===== config.mk =====
export PLATFORM = sky130hd
export DESIGN_NAME = expiry_watchdog
export DESIGN_NICKNAME = d
export VERILOG_FILES = /design/src/rtl/expiry_watchdog_pkg.sv /design/src/rtl/wdog_interval_timer.sv /design/src/rtl/wdog_ctrl_regs.sv /design/src/rtl/wdog_strike_core.sv /design/src/rtl/expiry_watchdog.sv
export SDC_FILE = /design/constraint.sdc
export NUM_CORES = 1
export LEC_CHECK = 0
export ABC_CLOCK_PERIOD_IN_PS = 2900
export CORE_ASPECT_RATIO = 1.4
export CORE_MARGIN = 2
export CORE_UTILIZATION = 49
export CTS_BUF_LIST = sky130_fd_sc_hd__clkbuf_8
export CTS_CLUSTER_SIZE = 8
export DETAILED_ROUTE_END_ITERATION = 7
export DONT_BUFFER_PORTS = 1
export HOLD_SLACK_MARGIN = 0.15
export MAX_ROUTING_LAYER = met4
export PLACE_DENSITY = 0.66
export SLEW_MARGIN = 20
export SYNTH_ARGS = -nofsm -noshare
export SYNTH_HDL_FRONTEND = slang
export SYNTH_HIERARCHICAL = 1
export SYNTH_SLANG_ARGS = --single-unit

===== constraint.sdc =====
create_clock -name clk -period 2.9 [get_ports clk]
set_input_delay 0.87 -clock clk [delete_from_list [all_inputs] [get_ports clk]]
set_output_delay 0.87 -clock clk [all_outputs]
set_load 0.01 [all_outputs]

===== src/rtl/expiry_watchdog_pkg.sv =====
package expiry_watchdog_pkg;

    localparam int WORD_CFG    = 0;
    localparam int WORD_STATUS = 1;
    localparam int WORD_CMD    = 2;
    localparam int WORD_UNLOCK = 3;
    localparam int WORD_TMR0   = 4;

    localparam logic [31:0] UNLOCK_KEY = 32'h0000_C45A;
    localparam int          STRIKE_MAX = 3;

    typedef struct packed {
        logic       rst_en;
        logic       irq_en;
        logic [7:0] period;
        logic [3:0] sel;
    } wd_cfg_t;

endpackage


===== src/rtl/wdog_interval_timer.sv =====
module wdog_interval_timer #(
    parameter int PW = 24
) (
    input  logic          clk,
    input  logic          rst_n,
    input  logic          us_tick,
    input  logic          wr_en,
    input  logic          wr_enable,
    input  logic          wr_reload,
    input  logic [PW-1:0] wr_interval,
    output logic          tick,
    output logic [31:0]   rd_word
);

    localparam int PADW = 30 - PW;

    typedef struct packed {
        logic          en;
        logic          reload;
        logic [PW-1:0] interval;
        logic [PW-1:0] cnt;
    } tmr_state_t;

    tmr_state_t st_q, st_d;
    logic       fire;

    always_comb begin
        fire = st_q.en && us_tick && (st_q.cnt <= PW'(1));
        st_d = st_q;
        if (wr_en) begin
            st_d.en       = wr_enable;
            st_d.reload   = wr_reload;
            st_d.interval = wr_interval;
            st_d.cnt      = wr_interval;
        end else if (fire) begin
            if (st_q.reload) begin
                st_d.cnt = st_q.interval;
            end else begin
                st_d.en  = 1'b0;
                st_d.cnt = '0;
            end
        end else if (st_q.en && us_tick) begin
            st_d.cnt = st_q.cnt - PW'(1);
        end
    end

    always_ff @(posedge clk or negedge rst_n) begin
        if (!rst_n) begin
            st_q <= '0;
        end else begin
            st_q <= st_d;
        end
    end

    assign tick    = fire && !wr_en;
    assign rd_word = {st_q.en, st_q.reload, {PADW{1'b0}}, st_q.interval};

endmodule


===== src/rtl/wdog_ctrl_regs.sv =====
module wdog_ctrl_regs
    import expiry_watchdog_pkg::*;
(
    input  logic        clk,
    input  logic        rst_n,
    input  logic        cfg_wr,
    input  logic        cmd_wr,
    input  logic        unl_wr,
    input  logic [31:0] wdata,
    output wd_cfg_t     cfg,
    output logic        unlocked,
    output logic        start_cmd,
    output logic        stop_cmd
);

    typedef struct packed {
        wd_cfg_t cfg;
        logic    key_ok;
    } reg_state_t;

    reg_state_t st_q, st_d;

    always_comb begin
        st_d      = st_q;
        start_cmd = 1'b0;
        stop_cmd  = 1'b0;
        if (cfg_wr) begin
            st_d.cfg.sel    = wdata[3:0];
            st_d.cfg.period = (wdata[11:4] == 8'd0) ? 8'd1 : wdata[11:4];
            st_d.cfg.irq_en = wdata[12];
            st_d.cfg.rst_en = wdata[15];
        end
        if (unl_wr) begin
            st_d.key_ok = (wdata == UNLOCK_KEY);
        end
        if (cmd_wr) begin
            start_cmd   = wdata[0];
            stop_cmd    = wdata[1] && st_q.key_ok;
            st_d.key_ok = 1'b0;
        end
    end

    always_ff @(posedge clk or negedge rst_n) begin
        if (!rst_n) begin
            st_q <= '0;
        end else begin
            st_q <= st_d;
        end
    end

    assign cfg      = st_q.cfg;
    assign unlocked = st_q.key_ok;

endmodule


===== src/rtl/wdog_strike_core.sv =====
module wdog_strike_core
    import expiry_watchdog_pkg::*;
(
    input  logic       clk,
    input  logic       rst_n,
    input  logic       tick,
    input  logic       start_cmd,
    input  logic       stop_cmd,
    input  logic [7:0] period,
    input  logic       irq_en,
    input  logic       rst_en,
    output logic [7:0] count,
    output logic [1:0] strikes,
    output logic       running,
    output logic       irq,
    output logic       reset_req
);

    typedef struct packed {
        logic       run;
        logic [7:0] cnt;
        logic [1:0] exp;
        logic       irq;
        logic       rst;
    } core_state_t;

    core_state_t st_q, st_d;

    always_comb begin
        st_d     = st_q;
        st_d.irq = 1'b0;
        if (stop_cmd) begin
            st_d.run = 1'b0;
        end else if (start_cmd) begin
            st_d.run = 1'b1;
            st_d.cnt = period;
            st_d.exp = 2'd0;
        end else if (st_q.run && tick) begin
            if (st_q.cnt <= 8'd1) begin
                st_d.irq = irq_en;
                if (st_q.exp == 2'(STRIKE_MAX)) begin
                    st_d.run = 1'b0;
                    st_d.cnt = 8'd0;
                    st_d.rst = st_q.rst || rst_en;
                end else begin
                    st_d.exp = st_q.exp + 2'd1;
                    st_d.cnt = period;
                end
            end else begin
                st_d.cnt = st_q.cnt - 8'd1;
            end
        end
    end

    always_ff @(posedge clk or negedge rst_n) begin
        if (!rst_n) begin
            st_q <= '0;
        end else begin
            st_q <= st_d;
        end
    end

    assign count     = st_q.cnt;
    assign strikes   = st_q.exp;
    assign running   = st_q.run;
    assign irq       = st_q.irq;
    assign reset_req = st_q.rst;

endmodule


===== src/rtl/expiry_watchdog.sv =====
module expiry_watchdog
    import expiry_watchdog_pkg::*;
#(
    parameter int NTMR   = 2,
    parameter int PW     = 24,
    parameter int ADDR_W = 6
) (
    input  logic              clk,
    input  logic              rst_n,
    input  logic              us_tick,
    input  logic              bus_wr_en,
    input  logic [ADDR_W-1:0] bus_addr,
    input  logic [31:0]       bus_wdata,
    output logic [31:0]       bus_rdata,
    output logic              wd_irq,
    output logic              wd_reset_req
);

    localparam int WIDX_W = ADDR_W - 2;

    logic [WIDX_W-1:0] widx;
    logic              aligned;
    logic              cfg_wr, cmd_wr, unl_wr;
    wd_cfg_t           cfg;
    logic              unlocked;
    logic              start_cmd, stop_cmd;
    logic [NTMR-1:0]   tmr_tick;
    logic [31:0]       tmr_rd [NTMR];
    logic              sel_tick;
    logic [7:0]        wd_count;
    logic [1:0]        wd_strikes;
    logic              wd_running;

    assign widx    = bus_addr[ADDR_W-1:2];
    assign aligned = (bus_addr[1:0] == 2'b00);
    assign cfg_wr  = bus_wr_en && aligned && (int'(widx) == WORD_CFG);
    assign cmd_wr  = bus_wr_en && aligned && (int'(widx) == WORD_CMD);
    assign unl_wr  = bus_wr_en && aligned && (int'(widx) == WORD_UNLOCK);

    wdog_ctrl_regs u_regs (
        .clk       (clk),
        .rst_n     (rst_n),
        .cfg_wr    (cfg_wr),
        .cmd_wr    (cmd_wr),
        .unl_wr    (unl_wr),
        .wdata     (bus_wdata),
        .cfg       (cfg),
        .unlocked  (unlocked),
        .start_cmd (start_cmd),
        .stop_cmd  (stop_cmd)
    );

    for (genvar g = 0; g < NTMR; g++) begin : g_tmr
        logic tmr_wr;
        assign tmr_wr = bus_wr_en && aligned && (int'(widx) == WORD_TMR0 + g);
        wdog_interval_timer #(.PW(PW)) u_tmr (
            .clk         (clk),
            .rst_n       (rst_n),
            .us_tick     (us_tick),
            .wr_en       (tmr_wr),
            .wr_enable   (bus_wdata[31]),
            .wr_reload   (bus_wdata[30]),
            .wr_interval (bus_wdata[PW-1:0]),
            .tick        (tmr_tick[g]),
            .rd_word     (tmr_rd[g])
        );
    end

    always_comb begin
        sel_tick = 1'b0;
        for (int i = 0; i < NTMR; i++) begin
            if (int'(cfg.sel) == i) begin
                sel_tick = tmr_tick[i];
            end
        end
    end

    wdog_strike_core u_core (
        .clk       (clk),
        .rst_n     (rst_n),
        .tick      (sel_tick),
        .start_cmd (start_cmd),
        .stop_cmd  (stop_cmd),
        .period    (cfg.period),
        .irq_en    (cfg.irq_en),
        .rst_en    (cfg.rst_en),
        .count     (wd_count),
        .strikes   (wd_strikes),
        .running   (wd_running),
        .irq       (wd_irq),
        .reset_req (wd_reset_req)
    );

    always_comb begin
        bus_rdata = 32'd0;
        if (aligned) begin
            if (int'(widx) == WORD_CFG) begin
                bus_rdata = {16'd0, cfg.rst_en, 2'b00, cfg.irq_en, cfg.period, cfg.sel};
            end else if (int'(widx) == WORD_STATUS) begin
                bus_rdata = {18'd0, wd_strikes, wd_count, 4'd0};
            end
            for (int i = 0; i < NTMR; i++) begin
                if (int'(widx) == WORD_TMR0 + i) begin
                    bus_rdata = tmr_rd[i];
                end
            end
        end
    end

endmodule


==> impl_results.md <==
- Number of synthesized flops with an enable pin: 0
- # nets final: 1060
- Detailed Routing Iterations Pass 1: 5
- Hold Path Class: primary input to async pin
- Layout Skew: 0.0108 ns
- Crit path max fanout: 8
- Die Footprint: 18800 sq um
- Final min period: 2.91 ns
- Num CTS Buffers: 17
- Ys flop type: dfrtp_1
- Setup violators final: 2
- CTS tree: built
- Register area share after synthesis: 0.369
- DP Area: 9230 sq um
- Failing checks: negative setup slack
- CP startpoint: g_tmr[1].u_tmr/st_q[13]
- Clock Pin Slew Worst Setup and Hold Paths: 0.08 ns
- GRT overflow: 0
- Total of max-cap violations: 0
- Distinct cells, synth: 78
- Setup Crit Path Kind: flop to flop
- Crit path required time: 3.28 ns
- Antenna cell count: 0
- Worst VDD drop: 0.246 mV
- Worst r2r src: g_tmr[1].u_tmr/st_q[13]
- Status: finished with violations
- Row cnt: 57
- Dpl ws: -0.0983 ns
- Synth Register Bits: 128
- HPWL Detailed: 20400 microns
- Clock buffer depth: 2
- Root Driver: clkbuf_8
- Buffers on Ports: 0
- Final Hold Fails: 0
- Post-Layout Cell Count: 1258
- Tot GR Track Use: 0.306
- Max Fclk: 344 MHz
- Final max-slew violation count: 0
- Chip height: 162 microns
- Initial DRC count: 688
- DR WL/cell: 21.9 microns
- Slew headroom: 0.573
- Syn avg cell area: 8.85 sq um
- Vias: 7840
- Clk_lat worst skew: 0.46 ns
- Number of global-route vias before repair: 7663
- Hold WS: 0.101 ns
- Num ports: 76
- Post-layout util: 0.560
- Placer Congestion: 0.958
- Gate Count Post-Synth: 981
- Die X: 117 microns
- Core area: 17300 sq um
- Fin crit share: 1.00
- Power Dens Cells: 485 nW/um^2
- First-pass GRT wire length: 42400 microns
- TritonCTS Sinks: 128
- RSZ-0062 raised after global routing: true
- H-Tree Depth: 4
- Setup crit end kind: flop
- Startpoint Class: flop
- CP Data Arrival Time: 3.29 ns
- Pin count of the biggest net entering global routing: 129
- Synthesized area: 8680 sq um
- Share of post-route cells with drive strength above 1: 0.257
- DR DRC count: 0
- Routed Antenna Nets: 0
- Syn-to-layout area delta: 11.7%
- DR vias/cell: 6.23
- Post-synth ARST share: 1.00
- Design Area, Final: 9700 sq um
- Antenna violations before repair: 0
- Worst-Margin Slew: 0.637 ns
- Routed WL: 27600 microns
- Initial Util: 0.501
- Placed cells: 1223
- Final WS setup: -0.00746 ns
- Static leakage: 0.00421 uW
- Yosys warns: 6
- Fillers: 1580
-- timing repair --
| action | 4_1_cts | 5_1_grt |
|---|---|---|
| gates resized for setup | 6 | 25 |
| pin swaps | 3 | 11 |
| setup endpoints to repair | 8 | 15 |
| cloned | 0 | 0 |
| hold endpoints to repair | 128 | 128 |
| buffers inserted | 1 | 4 |
-- placed cells by master, fill, tap and decap left out, types with 5 or more instances in the layout --
cell         n
a2bb2oi_1    8
nor4_1      11
mux2_2      47
nor3_1      16
buf_6        6
ha_1         6
a31oi_1     17
nor2_2       5
and2_1       8
or3_1        8
or4_1       10
o211ai_1    16
nor2b_1     14
a41oi_1      6
a221oi_1     6
nand2b_1     5
mux2i_1      8
nand3b_1     8
nand4_1      6
nor2_1      80
o21ai_0     60
inv_1       55
conb_1      12
o22ai_1      8
and3_1       6
nand2_1     70
a32oi_1      5
buf_4      118
nand3_1     29
dfrtp_1    128
a22oi_1     31
a21oi_1     50
clkbuf_8    18
xor2_1       6
and4b_1      7
o221ai_1     9
-- cell usage after synthesis (6+ instances only) --
cell	n	share of area
nor2_1	84	0.036
xor2_1	6	0.0061
o211ai_1	16	0.014
clkbuf_1	28	0.012
ha_1	7	0.010
nand3_1	29	0.017
mux2_2	47	0.061
nor3_1	18	0.010
a31oi_1	17	0.012
mux2i_1	8	0.0092
nand3b_1	8	0.0069
o22ai_1	9	0.0065
nand2_1	71	0.031
and2_1	8	0.0058
buf_4	67	0.058
buf_1	8	0.0035
a21oi_1	53	0.031
a2bb2oi_1	8	0.0081
dfrtp_1	128	0.37
buf_2	13	0.0075
and4b_1	7	0.0081
o21ai_0	61	0.035
nor4_1	13	0.0094
a41oi_1	6	0.0061
o221ai_1	9	0.0091
a22oi_1	31	0.027
and3_1	8	0.0058
or3_1	10	0.0072
inv_1	55	0.024
a221oi_1	8	0.0081
nor2b_1	14	0.010
nand4_1	6	0.0043
or4_1	10	0.0086
-- cell families after synthesis --
family                   after synthesis  synth area share
other                                  2          0.000865
AND/OR/NAND/NOR                      338             0.224
adder cells (fa/ha/maj)                7            0.0101
XOR/XNOR                               8           0.00807
buffers and inverters                179             0.112
flip-flops                           128             0.369
multiplexers                          57            0.0728
AO/OA/AOI/OAI                        262             0.203
-- state kept, by name, summed over array words and instances (netlist names) --
signal and cells:
g_tmr.u_tmr/rd_word 52, g_tmr.u_tmr/st_q 48, u_regs/cfg 14, u_core/count 8, u_core/strikes 2, u_core/irq 1, u_core/reset_req 1, u_core/running 1
u_regs/unlocked 1
-- worst paths after layout --
path	end	slack (ns)	cells after the start
setup reg to reg	u_core/strikes[0]	-0.007	12
max in group asynchronous	g_tmr[1].u_tmr/st_q[22]	2.59	0
setup / recovery	u_core/strikes[0]	-0.007	12
hold reg to reg	u_core/count[2]	0.54	2
hold / removal	g_tmr[0].u_tmr/st_q[23]	0.10	0
min in group clk	g_tmr[0].u_tmr/rd_word[31]	0.53	1
-- worst max-delay path, stage by stage (launching register included) --
cell     delay (ns)
dfrtp_1        0.40
or4_1          0.59
nor2_1         0.15
nand4_1        0.12
nor2_2         0.14
mux2i_1        0.12
nor4_2         0.14
buf_4          0.15
or4bb_4        0.46
o41ai_4        0.24
buf_6          0.18
nand3_1        0.07
o21ai_0        0.08
-- per-stage QoR --
stage	setup TNS, ns	power (uW)
after floorplan	-5.12	3090
after global placement	-0.380	3320
after detailed placement	-0.727	3350
after CTS	-0.0786	4670
after global routing	-1.29	4930
final	-0.0147	4710
-- final cells by class --
cell class                 count  area (sq um)  area share
multi-input combinational    684          4700       0.484
timing repair buffer         125           973       0.100
inverter                      55           206      0.0213
tap                          236           295      0.0304
clock inverter                12          75.1     0.00774
sequential                   128          3200       0.330
clock buffer                  18           248      0.0255
-- metal layers --
| layer | global-route usage | vias up | routed length [microns] |
|---|---|---|---|
| met5 | - | - | 0 |
| met4 | 0.154 | 0 | 1350 |
| met3 | 0.0585 | 83 | 1750 |
| met2 | 0.498 | 329 | 14000 |
| met1 | 0.358 | 3848 | 10500 |
| li1 | - | 3580 | - |
-- power breakdown --
part	internal [uW]	switching [uW]	total, uW
Sequential	2060	283	2340
Clock	590	734	1320
Combinational	525	518	1040
Note: power is estimated with default switching activity, not from simulation.
